$ cat src/rtl/alu8_pkg.sv
package alu8_pkg;

    typedef enum logic [3:0] {
        OP_ADD = 4'd0,
        OP_ADC = 4'd1,
        OP_SUB = 4'd2,
        OP_SBB = 4'd3,
        OP_CMP = 4'd4,
        OP_AND = 4'd5,
        OP_OR  = 4'd6,
        OP_XOR = 4'd7,
        OP_INC = 4'd8,
        OP_DEC = 4'd9,
        OP_RLC = 4'd10,
        OP_RRC = 4'd11,
        OP_RAL = 4'd12,
        OP_RAR = 4'd13
    } alu_op_e;

    localparam int FB_S  = 7;
    localparam int FB_Z  = 6;
    localparam int FB_AC = 4;
    localparam int FB_P  = 2;
    localparam int FB_CY = 0;

    localparam logic [7:0] FLG_KEEP_MASK = 8'hD5;
    localparam logic [7:0] FLG_ONE_MASK  = 8'h02;

endpackage

$ cat src/rtl/alu8_addsub.sv
module alu8_addsub #(
    parameter int DW = 8
) (
    input  logic [DW-1:0] a_i,
    input  logic [DW-1:0] b_i,
    input  logic          cin_i,
    input  logic          sub_i,
    output logic [DW-1:0] sum_o,
    output logic          cy_o,
    output logic          nib_o
);
    localparam int NIB = DW / 2;

    logic [DW-1:0] b_eff;
    logic          c_eff;
    logic [DW:0]   full;
    logic [NIB:0]  low;

    always_comb begin
        b_eff = sub_i ? ~b_i : b_i;
        c_eff = sub_i ? ~cin_i : cin_i;
        full  = {1'b0, a_i} + {1'b0, b_eff} + {{DW{1'b0}}, c_eff};
        low   = {1'b0, a_i[NIB-1:0]} + {1'b0, b_eff[NIB-1:0]} + {{NIB{1'b0}}, c_eff};
        sum_o = full[DW-1:0];
        cy_o  = sub_i ? ~full[DW] : full[DW];
        nib_o = low[NIB];
    end
endmodule

$ cat src/rtl/alu8_logic.sv
module alu8_logic #(
    parameter int DW = 8
) (
    input  logic [DW-1:0] a_i,
    input  logic [DW-1:0] b_i,
    input  logic          cy_i,
    input  logic [3:0]    op_i,
    output logic [DW-1:0] res_o,
    output logic          cy_o
);
    import alu8_pkg::*;

    always_comb begin
        res_o = a_i;
        cy_o  = 1'b0;
        case (alu_op_e'(op_i))
            OP_AND: res_o = a_i & b_i;
            OP_OR:  res_o = a_i | b_i;
            OP_XOR: res_o = a_i ^ b_i;
            OP_RLC: begin
                res_o = {a_i[DW-2:0], a_i[DW-1]};
                cy_o  = a_i[DW-1];
            end
            OP_RRC: begin
                res_o = {a_i[0], a_i[DW-1:1]};
                cy_o  = a_i[0];
            end
            OP_RAL: begin
                res_o = {a_i[DW-2:0], cy_i};
                cy_o  = a_i[DW-1];
            end
            OP_RAR: begin
                res_o = {cy_i, a_i[DW-1:1]};
                cy_o  = a_i[0];
            end
            default: ;
        endcase
    end
endmodule

$ cat src/rtl/alu8_status.sv
module alu8_status #(
    parameter int DW = 8
) (
    input  logic [DW-1:0] res_i,
    output logic          sgn_o,
    output logic          zro_o,
    output logic          par_o
);
    always_comb begin
        sgn_o = res_i[DW-1];
        zro_o = (res_i == '0);
        par_o = ~(^res_i);
    end
endmodule

$ cat src/rtl/alu8_core.sv
module alu8_core #(
    parameter int DW = 8
) (
    input  logic          clk,
    input  logic          rst_n,
    input  logic          in_vld,
    input  logic [3:0]    op_i,
    input  logic [DW-1:0] acc_i,
    input  logic [DW-1:0] opd_i,
    input  logic [7:0]    flg_i,
    output logic          out_vld,
    output logic [DW-1:0] res_o,
    output logic          wr_o,
    output logic [7:0]    flg_o
);
    import alu8_pkg::*;

    typedef struct packed {
        logic          vld;
        logic          wr;
        logic [DW-1:0] res;
        logic [7:0]    flg;
    } stage_t;

    stage_t st_d, st_q;

    logic [DW-1:0] as_b;
    logic          as_cin, as_sub;
    logic [DW-1:0] as_sum;
    logic          as_cy, as_nib;
    logic [DW-1:0] lg_res;
    logic          lg_cy;
    logic [DW-1:0] mux_res;
    logic          st_s, st_z, st_p;
    logic          old_cy;

    assign old_cy = flg_i[FB_CY];

    always_comb begin
        as_b   = opd_i;
        as_cin = 1'b0;
        as_sub = 1'b0;
        case (alu_op_e'(op_i))
            OP_ADC: as_cin = old_cy;
            OP_SUB, OP_CMP: as_sub = 1'b1;
            OP_SBB: begin
                as_sub = 1'b1;
                as_cin = old_cy;
            end
            OP_INC: as_b = {{(DW-1){1'b0}}, 1'b1};
            OP_DEC: begin
                as_b   = {{(DW-1){1'b0}}, 1'b1};
                as_sub = 1'b1;
            end
            default: ;
        endcase
    end

    alu8_addsub #(.DW(DW)) u_addsub (
        .a_i   (acc_i),
        .b_i   (as_b),
        .cin_i (as_cin),
        .sub_i (as_sub),
        .sum_o (as_sum),
        .cy_o  (as_cy),
        .nib_o (as_nib)
    );

    alu8_logic #(.DW(DW)) u_logic (
        .a_i   (acc_i),
        .b_i   (opd_i),
        .cy_i  (old_cy),
        .op_i  (op_i),
        .res_o (lg_res),
        .cy_o  (lg_cy)
    );

    always_comb begin
        mux_res = (op_i <= 4'd4 || op_i == 4'd8 || op_i == 4'd9) ? as_sum : lg_res;
    end

    alu8_status #(.DW(DW)) u_status (
        .res_i (mux_res),
        .sgn_o (st_s),
        .zro_o (st_z),
        .par_o (st_p)
    );

    always_comb begin
        st_d     = st_q;
        st_d.vld = in_vld;
        if (in_vld) begin
            st_d.res = mux_res;
            st_d.wr  = 1'b1;
            st_d.flg = (flg_i & FLG_KEEP_MASK) | FLG_ONE_MASK;
            case (alu_op_e'(op_i))
                OP_ADD, OP_ADC, OP_SUB, OP_SBB, OP_CMP: begin
                    st_d.flg[FB_S]  = st_s;
                    st_d.flg[FB_Z]  = st_z;
                    st_d.flg[FB_P]  = st_p;
                    st_d.flg[FB_AC] = as_nib;
                    st_d.flg[FB_CY] = as_cy;
                    st_d.wr         = (alu_op_e'(op_i) != OP_CMP);
                end
                OP_INC, OP_DEC: begin
                    st_d.flg[FB_S]  = st_s;
                    st_d.flg[FB_Z]  = st_z;
                    st_d.flg[FB_P]  = st_p;
                    st_d.flg[FB_AC] = as_nib;
                end
                OP_AND, OP_OR, OP_XOR: begin
                    st_d.flg[FB_S]  = st_s;
                    st_d.flg[FB_Z]  = st_z;
                    st_d.flg[FB_P]  = st_p;
                    st_d.flg[FB_AC] = (alu_op_e'(op_i) == OP_AND);
                    st_d.flg[FB_CY] = 1'b0;
                end
                OP_RLC, OP_RRC, OP_RAL, OP_RAR: begin
                    st_d.flg[FB_CY] = lg_cy;
                end
                default: begin
                    st_d.res = acc_i;
                    st_d.wr  = 1'b0;
                end
            endcase
        end
    end

    always_ff @(posedge clk) begin
        if (!rst_n) begin
            st_q.vld <= 1'b0;
            st_q.wr  <= 1'b0;
            st_q.res <= '0;
            st_q.flg <= FLG_ONE_MASK;
        end else begin
            st_q <= st_d;
        end
    end

    assign out_vld = st_q.vld;
    assign res_o   = st_q.res;
    assign wr_o    = st_q.wr & st_q.vld;
    assign flg_o   = st_q.flg;

    p_issue_to_vld_r2: assert property (@(posedge clk) disable iff (!rst_n)
        in_vld |=> out_vld);
    p_idle_no_vld_r2: assert property (@(posedge clk) disable iff (!rst_n)
        !in_vld |=> !out_vld && !wr_o);
    p_cmp_no_write_r5: assert property (@(posedge clk) disable iff (!rst_n)
        (in_vld && op_i == 4'd4) |=> !wr_o);
    p_logic_clears_cy_r7: assert property (@(posedge clk) disable iff (!rst_n)
        (in_vld && (op_i == 4'd5 || op_i == 4'd6 || op_i == 4'd7)) |=> !flg_o[FB_CY]);
    p_incdec_keep_cy_r8: assert property (@(posedge clk) disable iff (!rst_n)
        (in_vld && (op_i == 4'd8 || op_i == 4'd9)) |=> flg_o[FB_CY] == $past(flg_i[FB_CY]));
    p_ral_fill_r9: assert property (@(posedge clk) disable iff (!rst_n)
        (in_vld && op_i == 4'd12) |=> res_o[0] == $past(flg_i[FB_CY]));
endmodule

$ cat config.mk
export PLATFORM = sky130hd
export DESIGN_NAME = alu8_core
export DESIGN_NICKNAME = d
export VERILOG_FILES = /design/src/rtl/alu8_pkg.sv /design/src/rtl/alu8_addsub.sv /design/src/rtl/alu8_logic.sv /design/src/rtl/alu8_status.sv /design/src/rtl/alu8_core.sv
export SDC_FILE = /design/constraint.sdc
export NUM_CORES = 1
export LEC_CHECK = 0
export ABC_CLOCK_PERIOD_IN_PS = 5400
export BUFFER_PORTS_ARGS = -buffer_cell sky130_fd_sc_hd__buf_2
export CELL_PAD_IN_SITES_DETAIL_PLACEMENT = 1
export CELL_PAD_IN_SITES_GLOBAL_PLACEMENT = 1
export CORE_ASPECT_RATIO = 0.9
export CORE_MARGIN = 10
export CORE_UTILIZATION = 24
export CTS_CLUSTER_SIZE = 8
export DETAILED_ROUTE_END_ITERATION = 10
export PLACE_DENSITY_LB_ADDON = 0.1
export SYNTH_ARGS = -nofsm -noshare
export SYNTH_HDL_FRONTEND = slang
export SYNTH_HIERARCHICAL = 1
export SYNTH_SLANG_ARGS = --single-unit
$ cat constraint.sdc
create_clock -name clk -period 5.4 [get_ports clk]
set_input_delay 0.54 -clock clk [delete_from_list [all_inputs] [get_ports clk]]
set_output_delay 0.54 -clock clk [all_outputs]
set_load 0.05 [all_outputs]
After elaboration in Yosys (flattened, before gate mapping)
Cells that the tools add are included.
{"block": "word_totals", "memories": 0, "out_inout_bits": 18, "rom_bits": 0, "ramBits": 0, "regBits": 15, "latchBits": 0, "in_bits": 31}
{"block": "classes", "add_sub_neg": 4, "shifts": 0, "order_cmp": 1, "multipliers": 0, "n_div": 0, "bitwise_logic": 8, "n_mux": 15, "n_eq_ne": 14, "reduce_logical": 17}
{"operator": "$pmux 8 s7", "count": 1}
{"operator": "$mux 8", "count": 4}
{"operator": "$eq 4x4->1 const B", "count": 6}
{"operator": "$eq 4x3->1 const B", "count": 4}
{"operator": "$reduce_or 14->1", "count": 1}
{"operator": "$reduce_or 10->1", "count": 1}
{"operator": "$add 8x8->9", "count": 1}
{"operator": "$add 9x1->9", "count": 1}
{"operator": "$reduce_or 9->1", "count": 1}
{"operator": "$and 8x8->8", "count": 1}
{"operator": "$eq 4x2->1 const B", "count": 2}
{"operator": "$logic_not 8->1", "count": 1}
{"operator": "$not 8->8", "count": 1}
{"operator": "$or 8x8->8", "count": 1}
{"operator": "$reduce_or 2->1", "count": 4}
{"operator": "$reduce_or 4->1", "count": 2}
{"operator": "$reduce_xor 8->1", "count": 1}
{"operator": "$xor 8x8->8", "count": 1}
{"operator": "$reduce_or 7->1", "count": 1}
{"operator": "$pmux 1 s2", "count": 3}
{"operator": "$add 4x4->5", "count": 1}
{"operator": "$add 5x1->5", "count": 1}
{"operator": "$mux 1", "count": 5}
{"operator": "$reduce_or 5->1", "count": 1}
{"operator": "10 further kinds", "count": 13}

Longest topological paths before layout
Gate-level depths: netlist of the first run.
{"block": "logic_depth", "word_depth": 11, "ltp_mapped": 21, "mapped_depth_nobuf": 19}

Cells and area by module
The synthesis of the first run kept the hierarchy.
{"module": "alu8_core", "cells_per_inst": 137, "instances": 1, "area_per_inst_um2": 1079.8}
{"module": "alu8_logic", "cells_per_inst": 120, "instances": 1, "area_per_inst_um2": 849.6}
{"module": "alu8_addsub", "cells_per_inst": 58, "instances": 1, "area_per_inst_um2": 471.7}
{"module": "alu8_status", "cells_per_inst": 17, "instances": 1, "area_per_inst_um2": 122.6}

Least setup slack after synthesis of the first run
OpenSTA, ideal clock, no wires.
{"block": "synth_path", "path_kind": "input port to flip-flop", "start": "in op_i[2]", "end": "reg st_q (netlist bit flg_o[2])", "required_ns": 5.326, "arrival_ns": 3.915, "n_path_buf": 2, "path_stages": 21, "path_slack_ns": 1.410, "path_cell_list": "buf_4 > nor3b_4 > nand2_1 > o21ai_0 > buf_2 > xor2_1 > fa_1 > inv_1 > fa_1 > nor2b_4 > o2111ai_1 > nand2_1 > xor2_1 > nor3_1 > nor2_1 > inv_1 > ha_1 > xnor2_1 > xnor2_1 > nand2_1 > a31oi_1"}
{"block": "synth_between", "word_cells_on_any_way": 35}
{"item": "start, declared", "line": "alu8_core.sv:7", "source": "input logic [3:0] op_i,"}
{"item": "$eq 4x4->1, or another cell as far along", "line": "alu8_core.sv:43", "source": "case (alu_op_e'(op_i))"}
{"item": "$reduce_or 4->1 (no source line) *"}
{"item": "$mux 1 *", "line": "alu8_core.sv:43"}
{"item": "net as_sub", "line": "alu8_core.sv:28", "source": "logic as_cin, as_sub;"}
{"item": "$mux 8", "line": "alu8_addsub.sv:20", "source": "b_eff = sub_i ? ~b_i : b_i;"}
{"item": "$add 8x8->9", "line": "alu8_addsub.sv:22", "source": "full = {1'b0, a_i} + {1'b0, b_eff} + {{DW{1'b0}}, c_eff};"}
{"item": "$add 9x1->9 *", "line": "alu8_addsub.sv:22"}
{"item": "net as_sum[6]", "line": "alu8_core.sv:29", "source": "logic [DW-1:0] as_sum;"}
{"item": "$mux 8 *", "line": "alu8_core.sv:79", "source": "mux_res = (op_i <= 4'd4 || op_i == 4'd8 || op_i == 4'd9) ? as_sum : lg_res;"}
{"item": "net mux_res[6]", "line": "alu8_core.sv:33", "source": "logic [DW-1:0] mux_res;"}
{"item": "$reduce_xor 8->1 *", "line": "alu8_status.sv:12", "source": "par_o = ~(^res_i);"}
{"item": "$not 1->1 *", "line": "alu8_status.sv:12"}
{"item": "net st_p", "line": "alu8_core.sv:34", "source": "logic st_s, st_z, st_p;"}
{"item": "$mux 1 *", "line": "alu8_core.sv:96", "source": "case (alu_op_e'(op_i))"}
{"item": "end signal, assigned", "line": "alu8_core.sv:136", "source": "st_q <= st_d;"}
{"item": "end, declared", "line": "alu8_core.sv:25", "source": "stage_t st_d, st_q;"}
Mark *: on every way through the listed nets, which the timed path passes. The rest lies on a longest branch.
A chain may end at the register's enable or synchronous reset.

Final worst setup path of the first run
Ends and elaborated chain as after synthesis.

==> results of run 1 <==
metrics by stage:
step | instances | utilization (%)
CTS | 477 | 27.2
floorplan | 333 | -
detailed placement | 473 | 26.4
finish | 477 | 27.2
global route | 477 | 27.2
global placement | 473 | 26.4
cell families (layout without fill, tap and decap cells):
family	count (synthesis)	after routing
other	2	3
adder cells (fa/ha/maj)	29	29
XOR/XNOR	19	19
AND/OR/NAND/NOR	94	94
multiplexers	9	9
buffers and inverters	69	84
AO/OA/AOI/OAI	95	95
flip-flops	15	15
worst max path at each step:
| stage | from | endpoint |
|---|---|---|
| CTS | op_i[2] | flg_o[2] |
| floorplan | op_i[2] | flg_o[2] |
| detailed placement | op_i[2] | flg_o[2] |
| finish | op_i[2] | flg_o[2] |
| global route | op_i[2] | flg_o[2] |
| global placement | op_i[2] | flg_o[2] |
cell usage after synthesis (all sizes together), types with 2 or more instances:
library cell,number,area [um2]
and4,2,17.5
buf,33,219
nand3,3,15.0
o211ai,2,15.0
a21o,2,15.0
a311oi,2,17.5
nand4b,2,17.5
o311ai,3,26.3
a21oi,20,104
ha,27,338
o31ai,8,60.1
and2,3,21.3
nor2,21,78.8
nand2b,5,31.3
o21a,2,22.5
clkbuf,3,11.3
dfxtp,15,300
mux2,3,37.5
nor3b,6,56.3
nand3b,2,15.0
and3,3,18.8
a22oi,5,37.5
o221ai,6,52.6
o21ai,18,109
a31oi,10,68.8
nor2b,15,104
a2bb2oi,3,26.3
xor2,12,105
nand2,18,67.6
fa,2,40.0
a32oi,8,70.1
mux2i,6,60.1
inv,33,124
xnor2,7,61.3
nor3,10,50.1
conb,2,7.51
cell type report:
cell class | count | share of cell area [%]
clock inverters | 1 | 0.180
clock buffers | 3 | 2.69
repair buffers | 47 | 8.89
flip-flops and latches | 15 | 10.8
well taps | 129 | 5.79
multi-input cells | 249 | 67.2
inverters | 33 | 4.45
power groups by stage:
stage	Combinational, mW	Sequential [mW]	Clock [mW]
after global routing	0.404	0.132	0.156
final	0.362	0.130	0.146
after detailed placement	0.365	0.133	0
after CTS	0.367	0.131	0.151
after floorplan	0.290	0.131	0
after global placement	0.364	0.133	0
state kept, by name (all words and copies together) (netlist names):
signal,flops
flg_o,5
res_o,8
out_vld,1
st_q,1
per-layer routing:
layer  vias to the layer above  routed length [um]
met5                         -                   0
met4                         0                  78
met3                         7                 371
met2                        47                3940
met1                      1146                4330
li1                       1196                   -
worst register-to-register path, cell delays in order, from the launching register on:
cell     delay, ps
dfxtp_1        330
a32oi_1        160
o31ai_1         90
==> flow_metrics.tcl, run 1 <==
set metrics [dict create \
    outcome "completed" \
    holdWs_ps 478 \
    power_uw 639 \
    clockBufferDepth 2 \
    yosysUniqueCellTypes 61 \
    antenna_found_initial 0 \
    fin_nets 409 \
    place_ws_ps 966 \
    die_h_um 117 \
    insertion_delay_ps 250 \
    wire_per_inst_um 18.3 \
    crit-reg2reg-launch "res_o[4]" \
    synth_top_family_by_area "compound AO/OA/AOI/OAI gates" \
    synth-main-ff-cell "dfxtp_1" \
    use_met3_pct 2.12 \
    synth-adder-area-share_pct 15.0 \
    wl_mm 8.72 \
    drive_gt1_share_pct 19.3 \
    path_max_fanout 13 \
    path_depth 19 \
    postLayoutCellArea_um2 2790 \
    start_kind "input port" \
    ant_nets 0 \
    p_switching_uw 282 \
    netlist_area_um2 2520 \
    switching_share_pct 44.2 \
    slowest_stage "nor3b_4" \
    grt-busiest-layer "met2" \
    min_from "res_o[5]" \
    synthSimpleGateAreaFrac_pct 20.7 \
    required_ps 5580 \
    slew_viol_final 0 \
    diodes 0 \
    r2r-end "res_o[4]" \
    setup_slack_ps 1230 \
    internal_power_uw 356 \
    cts_tree "done" \
    synthArstFlopShare_pct 0 \
    clkSinkCount 15 \
    drc 0 \
    power_density_nw_per_um2 229 \
    whs_endpoint "res_o[5]" \
    period_needed_ps 4170 \
    area_delta_synth_final_pct 10.4 \
    cts_buffers 3 \
    hpwl_mm 6.90 \
    finalSetupTns_ps 0 \
    first_global_vias 2483 \
    grt_overflow 0 \
    synth-seq-cells 15 \
    path_buf_inv 3 \
    multi_input_area_um2 1870 \
    syn_inst 332 \
    layout_commonest_cell "buf_2" \
    row_count 35 \
    cts_setup_buffers 0 \
    hold_path_class "reg2reg" \
    htreeDepth 1 \
    muxShareOfSynthArea_pct 3.87 \
    ff2ff_setup_slack_ps 4690 \
    via_count 2396 \
    regArea_um2 300 \
    synth_edf_count 0 \
    coreArea_um2 10200 \
    cts.repair.resized 0 \
    die_w_um 128 \
    dpl_cell_area_um2 2710 \
    crit_family "simple AND/OR/NAND/NOR gates" \
    gr-usage-all-layers_pct 11.5 \
    drt-vias-per-instance 5.02 \
    whs_path_depth 2 \
    die_area_um2 15000 \
    max_freq_ghz 0.240 \
    final_cell_mix "buf_2 (42), inv_1 (33), ha_1 (27)" \
    cpPeakStageDelay_ps 450 \
    ios 49 \
    finalHoldViolCount 0 \
    num-fill-cells 1271 \
    synth_compound_area_share_pct 27.6 \
    clock_skew_ps 0 \
    grt_pass1_wl_mm 13.8 \
    portBuffers 42 \
    leakage_nw 1.29 \
    holdBufCountCts 0 \
    grt_max_degree 32 \
    seq_power_share_pct 20.4 \
    worst_slew_pin_slew_ps 795 \
    initial_core_util_pct 24.6 \
    syn_avg_cell_area_um2 7.60 \
    setup_viol 0 \
    min_period_over_period_pct 77.1 \
    critPathKind "in2reg" \
    drt_iter0_markers 86 \
    routabilityCongestion 0.785 \
    crit_arrival_ps 4340 \
    pwr-share-clk_pct 22.9 \
    path_cells "buf_2 -> nor3b_4 -> nand2_1 -> o21ai_1 -> buf_4 -> xor2_1 -> ha_1 -> a21o_1 -> a31oi_1 -> nor2b_2 -> o311ai_1 -> nor3_1 -> nor2_1 -> inv_1 -> ha_1 -> xnor2_1 -> xnor2_1 -> nand2_1 -> a31oi_1" \
    ir_worst_vdd_v 0.000146 \
    synth_xor_area_share_pct 6.59 \
    combPwrFrac_pct 56.7 \
    cts_root_buffer "clkbuf_16" \
    worstSetupEndpointType "flip-flop" \
    cap_viol_max_count 0 \
    drt_first_pass_iters 4 \
    use_met2_pct 18.3 \
    reg2reg_depth 2 \
    rsz0062_at_grt "false" \
    ys_seq_area_share_pct 11.9 \
    worst_slew_margin_rel_pct 46.6 \
    use_met1_pct 15.8 \
    clkTransAtPathRegs_ps 50 \
    yosysWarnings 6 \
]
(Power assumes the default switching activity.)
==> inputs of run 2 (changes only) <==
--- a/config.mk
+++ b/config.mk
@@ -5,7 +5,7 @@
 export SDC_FILE = /design/constraint.sdc
 export NUM_CORES = 1
 export LEC_CHECK = 0
-export ABC_CLOCK_PERIOD_IN_PS = 5400
+export ABC_CLOCK_PERIOD_IN_PS = 4270
 export BUFFER_PORTS_ARGS = -buffer_cell sky130_fd_sc_hd__buf_2
 export CELL_PAD_IN_SITES_DETAIL_PLACEMENT = 1
 export CELL_PAD_IN_SITES_GLOBAL_PLACEMENT = 1
==> constraint.sdc (replaced) <==
create_clock -name clk -period 4.27 [get_ports clk]
set_input_delay 0.427 -clock clk [delete_from_list [all_inputs] [get_ports clk]]
set_output_delay 0.427 -clock clk [all_outputs]
set_load 0.05 [all_outputs]
==> run 2 against run 1 <==
  * Routed wire length barely moved
  * Register-to-register slack got worse by 1100 ps
  * Global-route usage rose by 0.20 points
  * Critical path type unchanged
  * Largest power group unchanged
==> flow_metrics.tcl, run 2 (same netlist as run 1, synthesis figures left out) <==
set metrics [dict create \
    period_needed_ps 3810 \
    antenna_found_initial 0 \
    cts.repair.resized 0 \
    wl_mm 8.72 \
    hpwl_mm 6.96 \
    clock_skew_ps 0 \
    coreArea_um2 10200 \
    portBuffers 42 \
    ios 49 \
    cts_setup_buffers 0 \
    area_delta_synth_final_pct 12.5 \
    finalSetupTns_ps 0 \
    initial_core_util_pct 24.6 \
    power_density_nw_per_um2 289 \
    die_area_um2 15000 \
    use_met1_pct 15.9 \
    diodes 0 \
    grt_pass1_wl_mm 14.1 \
    insertion_delay_ps 250 \
    clkSinkCount 15 \
    grt_overflow 0 \
    largest_reg_flops 8 \
    cpPeakStageDelay_ps 470 \
    holdBufCountCts 0 \
    path_cells "buf_2 -> nor2_1 -> mux2i_1 -> o21ai_1 -> buf_4 -> xor2_1 -> inv_1 -> fa_1 -> nor2b_4 -> o2111ai_1 -> nand2_1 -> xor2_1 -> nor3_1 -> nor2_1 -> inv_1 -> ha_1 -> xnor2_1 -> xnor2_1 -> nand2_1 -> a31oi_1" \
    drt_first_pass_iters 4 \
    die_w_um 128 \
    cts_root_buffer "clkbuf_16" \
    drc 0 \
    path_buf_inv 4 \
    rsz0062_at_grt "false" \
    postLayoutCoreUtil_pct 27.7 \
    clkTransAtPathRegs_ps 50 \
    wire_per_inst_um 18.0 \
    cts_buffers 3 \
    crit_family "XOR/XNOR gates" \
    start_kind "input port" \
    worst_slew_pin_slew_ps 778 \
    routabilityCongestion 0.760 \
    drive_gt1_share_pct 20.8 \
    max_freq_ghz 0.263 \
    worstSetupEndpointType "flip-flop" \
    holdWs_ps 428 \
    slew_viol_final 0 \
    worst_slew_margin_rel_pct 47.8 \
    grt-busiest-layer "met2" \
    final_cell_mix "buf_2 (42), inv_1 (33), ha_1 (27)" \
    via_count 2405 \
    setup_viol 0 \
    slowest_stage "fa_1" \
    use_met2_pct 19.6 \
    clockBufferDepth 2 \
    path_max_fanout 11 \
    first_global_vias 2557 \
    die_h_um 117 \
    fin_nets 416 \
    outcome "completed" \
    use_met3_pct 1.67 \
    ant_nets 0 \
    row_count 35 \
    ir_worst_vdd_v 0.000162 \
    layout_commonest_cell "buf_2" \
    gr-usage-all-layers_pct 11.7 \
    htreeDepth 1 \
    min_period_over_period_pct 89.2 \
    drt-vias-per-instance 4.97 \
    hold_path_class "in2reg" \
    grt_max_degree 34 \
    finalHoldViolCount 0 \
    crit_arrival_ps 3990 \
    critPathKind "in2reg" \
    cts_tree "done" \
    cap_viol_max_count 0 \
    drt_iter0_markers 112 \
    leakage_nw 1.32 \
    required_ps 4450 \
]
==> run 2: power by group <==
| group | internal, mW | total [mW] | switching, mW |
|---|---|---|---|
| combinational | 0.178 | 0.466 | 0.288 |
| sequential | 0.156 | 0.165 | 0.00871 |
| clock | 0.125 | 0.189 | 0.0636 |
| total | 0.459 | 0.819 | 0.360 |
==> run 2: cell type report <==
type | count | area, um2
sequential | 15 | 300
multi-input combinational | 249 | 1870
clock inverter | 1 | 5.00
inverter | 33 | 124
clock buffer | 3 | 75.1
tap | 129 | 161
timing repair buffer | 54 | 300
fill | 1279 | 7410
==> run 2: path summary, 6_finish.rpt <==
kind / startpoint / endpoint / slack (ps) / cells after the start
setup / recovery: op_i[1] / flg_o[2] / 460 / 20
hold / removal: flg_i[7] / flg_o[7] / 430 / 3
setup reg to reg: res_o[3] / res_o[3] / 3570 / 2
hold reg to reg: res_o[5] / res_o[5] / 490 / 2
==> run 2: routing by layer <==
layer / up-vias / part of all wire [%]
li1: 1217 / -
met1: 1130 / 50
met2: 53 / 45
met3: 5 / 3.8
met4: 0 / 0.47
met5: - / 0
==> run 2: stage by stage <==
stage | setup slack (ps) | power, mW | cell area, um2 | instances
2_1_floorplan | 393 | 0.532 | 2530 | 333
3_3_place_gp | 256 | 0.637 | 2760 | 480
3_5_place_dp | 183 | 0.640 | 2760 | 480
4_1_cts | 418 | 0.832 | 2840 | 484
5_1_grt | 63.5 | 0.889 | 2840 | 484
6_report | 461 | 0.819 | 2840 | 484
==> run 2: worst min-delay path: stages <==
cell and delay, ps:
buf_2 100, nand2_1 40, a31oi_1 70
==> inputs of run 3 (changes only) <==
--- a/config.mk
+++ b/config.mk
@@ -7,14 +7,12 @@
 export LEC_CHECK = 0
 export ABC_CLOCK_PERIOD_IN_PS = 4270
 export BUFFER_PORTS_ARGS = -buffer_cell sky130_fd_sc_hd__buf_2
-export CELL_PAD_IN_SITES_DETAIL_PLACEMENT = 1
-export CELL_PAD_IN_SITES_GLOBAL_PLACEMENT = 1
+export CAP_MARGIN = 5
 export CORE_ASPECT_RATIO = 0.9
 export CORE_MARGIN = 10
 export CORE_UTILIZATION = 24
 export CTS_CLUSTER_SIZE = 8
 export DETAILED_ROUTE_END_ITERATION = 10
-export PLACE_DENSITY_LB_ADDON = 0.1
 export SYNTH_ARGS = -nofsm -noshare
 export SYNTH_HDL_FRONTEND = slang
 export SYNTH_HIERARCHICAL = 1
==> run 3 against run 2 <==
  * Via count hardly changed
  * Largest cell class unchanged
  * Largest power group unchanged
  * Clock skew unchanged
  * Cell area fell by 1.3%
==> flow_metrics.tcl, run 3 (same netlist as run 1, synthesis figures left out) <==
set metrics [dict create \
    clockBufferDepth 2 \
    ir_worst_vdd_v 0.000151 \
    seq_power_share_pct 20.7 \
    grt_max_degree 31 \
    hpwl_mm 5.91 \
    drt-vias-per-instance 5.02 \
    die_area_um2 15000 \
    period_needed_ps 3810 \
    reg2reg_depth 2 \
    pwr-share-clk_pct 23.3 \
    regArea_um2 300 \
    cts.repair.resized 0 \
    antenna_found_initial 0 \
    critPathKind "in2reg" \
    required_ps 4450 \
    holdBufCountCts 0 \
    wire_per_inst_um 15.1 \
    finalHoldViolCount 0 \
    worstSetupEndpointType "flip-flop" \
    area_delta_synth_final_pct 11.0 \
    multi_input_area_um2 1870 \
    whs_endpoint "flg_o[6]" \
    dpl_cell_area_um2 2720 \
    p_switching_uw 341 \
    setup_slack_ps 465 \
    leakage_nw 1.30 \
    clkTransAtPathRegs_ps 50 \
    path_buf_inv 3 \
    path_max_fanout 14 \
    postLayoutCoreUtil_pct 27.3 \
    max_freq_ghz 0.263 \
    worst_slew_pin_slew_ps 763 \
    cts_tree "done" \
    row_count 35 \
    crit_family "compound AO/OA/AOI/OAI gates" \
    first_global_vias 2252 \
    drive_gt1_share_pct 19.7 \
    largest_reg_flops 8 \
    num-fill-cells 1163 \
    cts_setup_buffers 0 \
    grt_overflow 0 \
    hold_path_class "in2reg" \
    insertion_delay_ps 250 \
    min_period_over_period_pct 89.1 \
    setup_viol 0 \
    drt_iter0_markers 158 \
    wl_mm 7.21 \
    power_density_nw_per_um2 283 \
    cts_buffers 3 \
    internal_power_uw 452 \
    outcome "completed" \
    die_h_um 117 \
    place_ws_ps 249 \
    initial_core_util_pct 24.6 \
    fin_nets 411 \
    crit-reg2reg-launch "res_o[4]" \
    combPwrFrac_pct 56.0 \
    r2r-end "res_o[4]" \
    whs_path_depth 3 \
    cpPeakStageDelay_ps 310 \
    path_cells "buf_2 -> nor2_1 -> mux2i_1 -> o21ai_1 -> buf_4 -> xor2_1 -> ha_1 -> a21o_1 -> a31oi_1 -> nor2b_2 -> o311ai_1 -> nor3_1 -> nor2_1 -> inv_1 -> ha_1 -> xnor2_1 -> xnor2_1 -> nand2_1 -> a31oi_1" \
    switching_share_pct 43.0 \
    ff2ff_setup_slack_ps 3560 \
    via_count 2406 \
    finalSetupTns_ps 0 \
    routabilityCongestion 0.813 \
    drc 0 \
    clock_skew_ps 0 \
    coreArea_um2 10200 \
    ant_nets 0 \
    diodes 0 \
    ios 49 \
    holdWs_ps 430 \
    cap_viol_max_count 0 \
    final_cells 479 \
    worst_slew_margin_rel_pct 48.8 \
    start_kind "input port" \
    slew_viol_final 0 \
    clkSinkCount 15 \
    grt_pass1_wl_mm 11.4 \
    die_w_um 128 \
    cts_root_buffer "clkbuf_16" \
    place_inst 475 \
    power_uw 793 \
    crit_arrival_ps 3980 \
    postLayoutCellArea_um2 2800 \
    htreeDepth 1 \
    min_from "flg_i[6]" \
    drt_first_pass_iters 5 \
    slowest_stage "nor3_1" \
    layout_commonest_cell "buf_2" \
    portBuffers 42 \
    gr-usage-all-layers_pct 9.25 \
    rsz0062_at_grt "false" \
    final_cell_mix "buf_2 (42), inv_1 (33), ha_1 (27)" \
]
-- run 3: per-layer routing --
layer  wire length [um]  vias to the layer above  GRT usage (%)
li1                   -                     1204              -
met5                  0                        -              0
met4                 99                        0           2.25
met3                331                        9           1.58
met1               3510                     1140           12.3
met2               3270                       53           15.1
-- run 3: tightest hold or removal path, cell delays in order --
cell     delay [ps]
buf_2            90
nand2_1          50
a31oi_1          60
-- run 3: worst max path at each step --
stage / start / endpoint / cells after the start
2_1_floorplan: op_i[2] / flg_o[2] / 21
4_1_cts: op_i[1] / flg_o[2] / 20
3_3_place_gp: op_i[1] / flg_o[2] / 20
5_1_grt: op_i[1] / flg_o[2] / 20
6_report: op_i[1] / flg_o[2] / 19
3_5_place_dp: op_i[1] / flg_o[2] / 20
-- run 3: area by class of cell --
| type | instances | area share (%) |
|---|---|---|
| clock buffers | 3 | 2.68 |
| clock inverters | 1 | 0.179 |
| multi-input cells | 249 | 66.9 |
| well taps | 129 | 5.76 |
| inverters | 33 | 4.42 |
| flip-flops and latches | 15 | 10.7 |
| repair buffers | 49 | 9.38 |
-- run 3: power by group through the flow --
stage          sequential (mW)  combinational, mW  clock (mW)
5_1_grt                  0.166              0.495       0.194
3_5_place_dp             0.167              0.443           0
4_1_cts                  0.164              0.445       0.189
3_3_place_gp             0.167              0.434           0
6_report                 0.164              0.444       0.185
2_1_floorplan            0.166              0.366           0
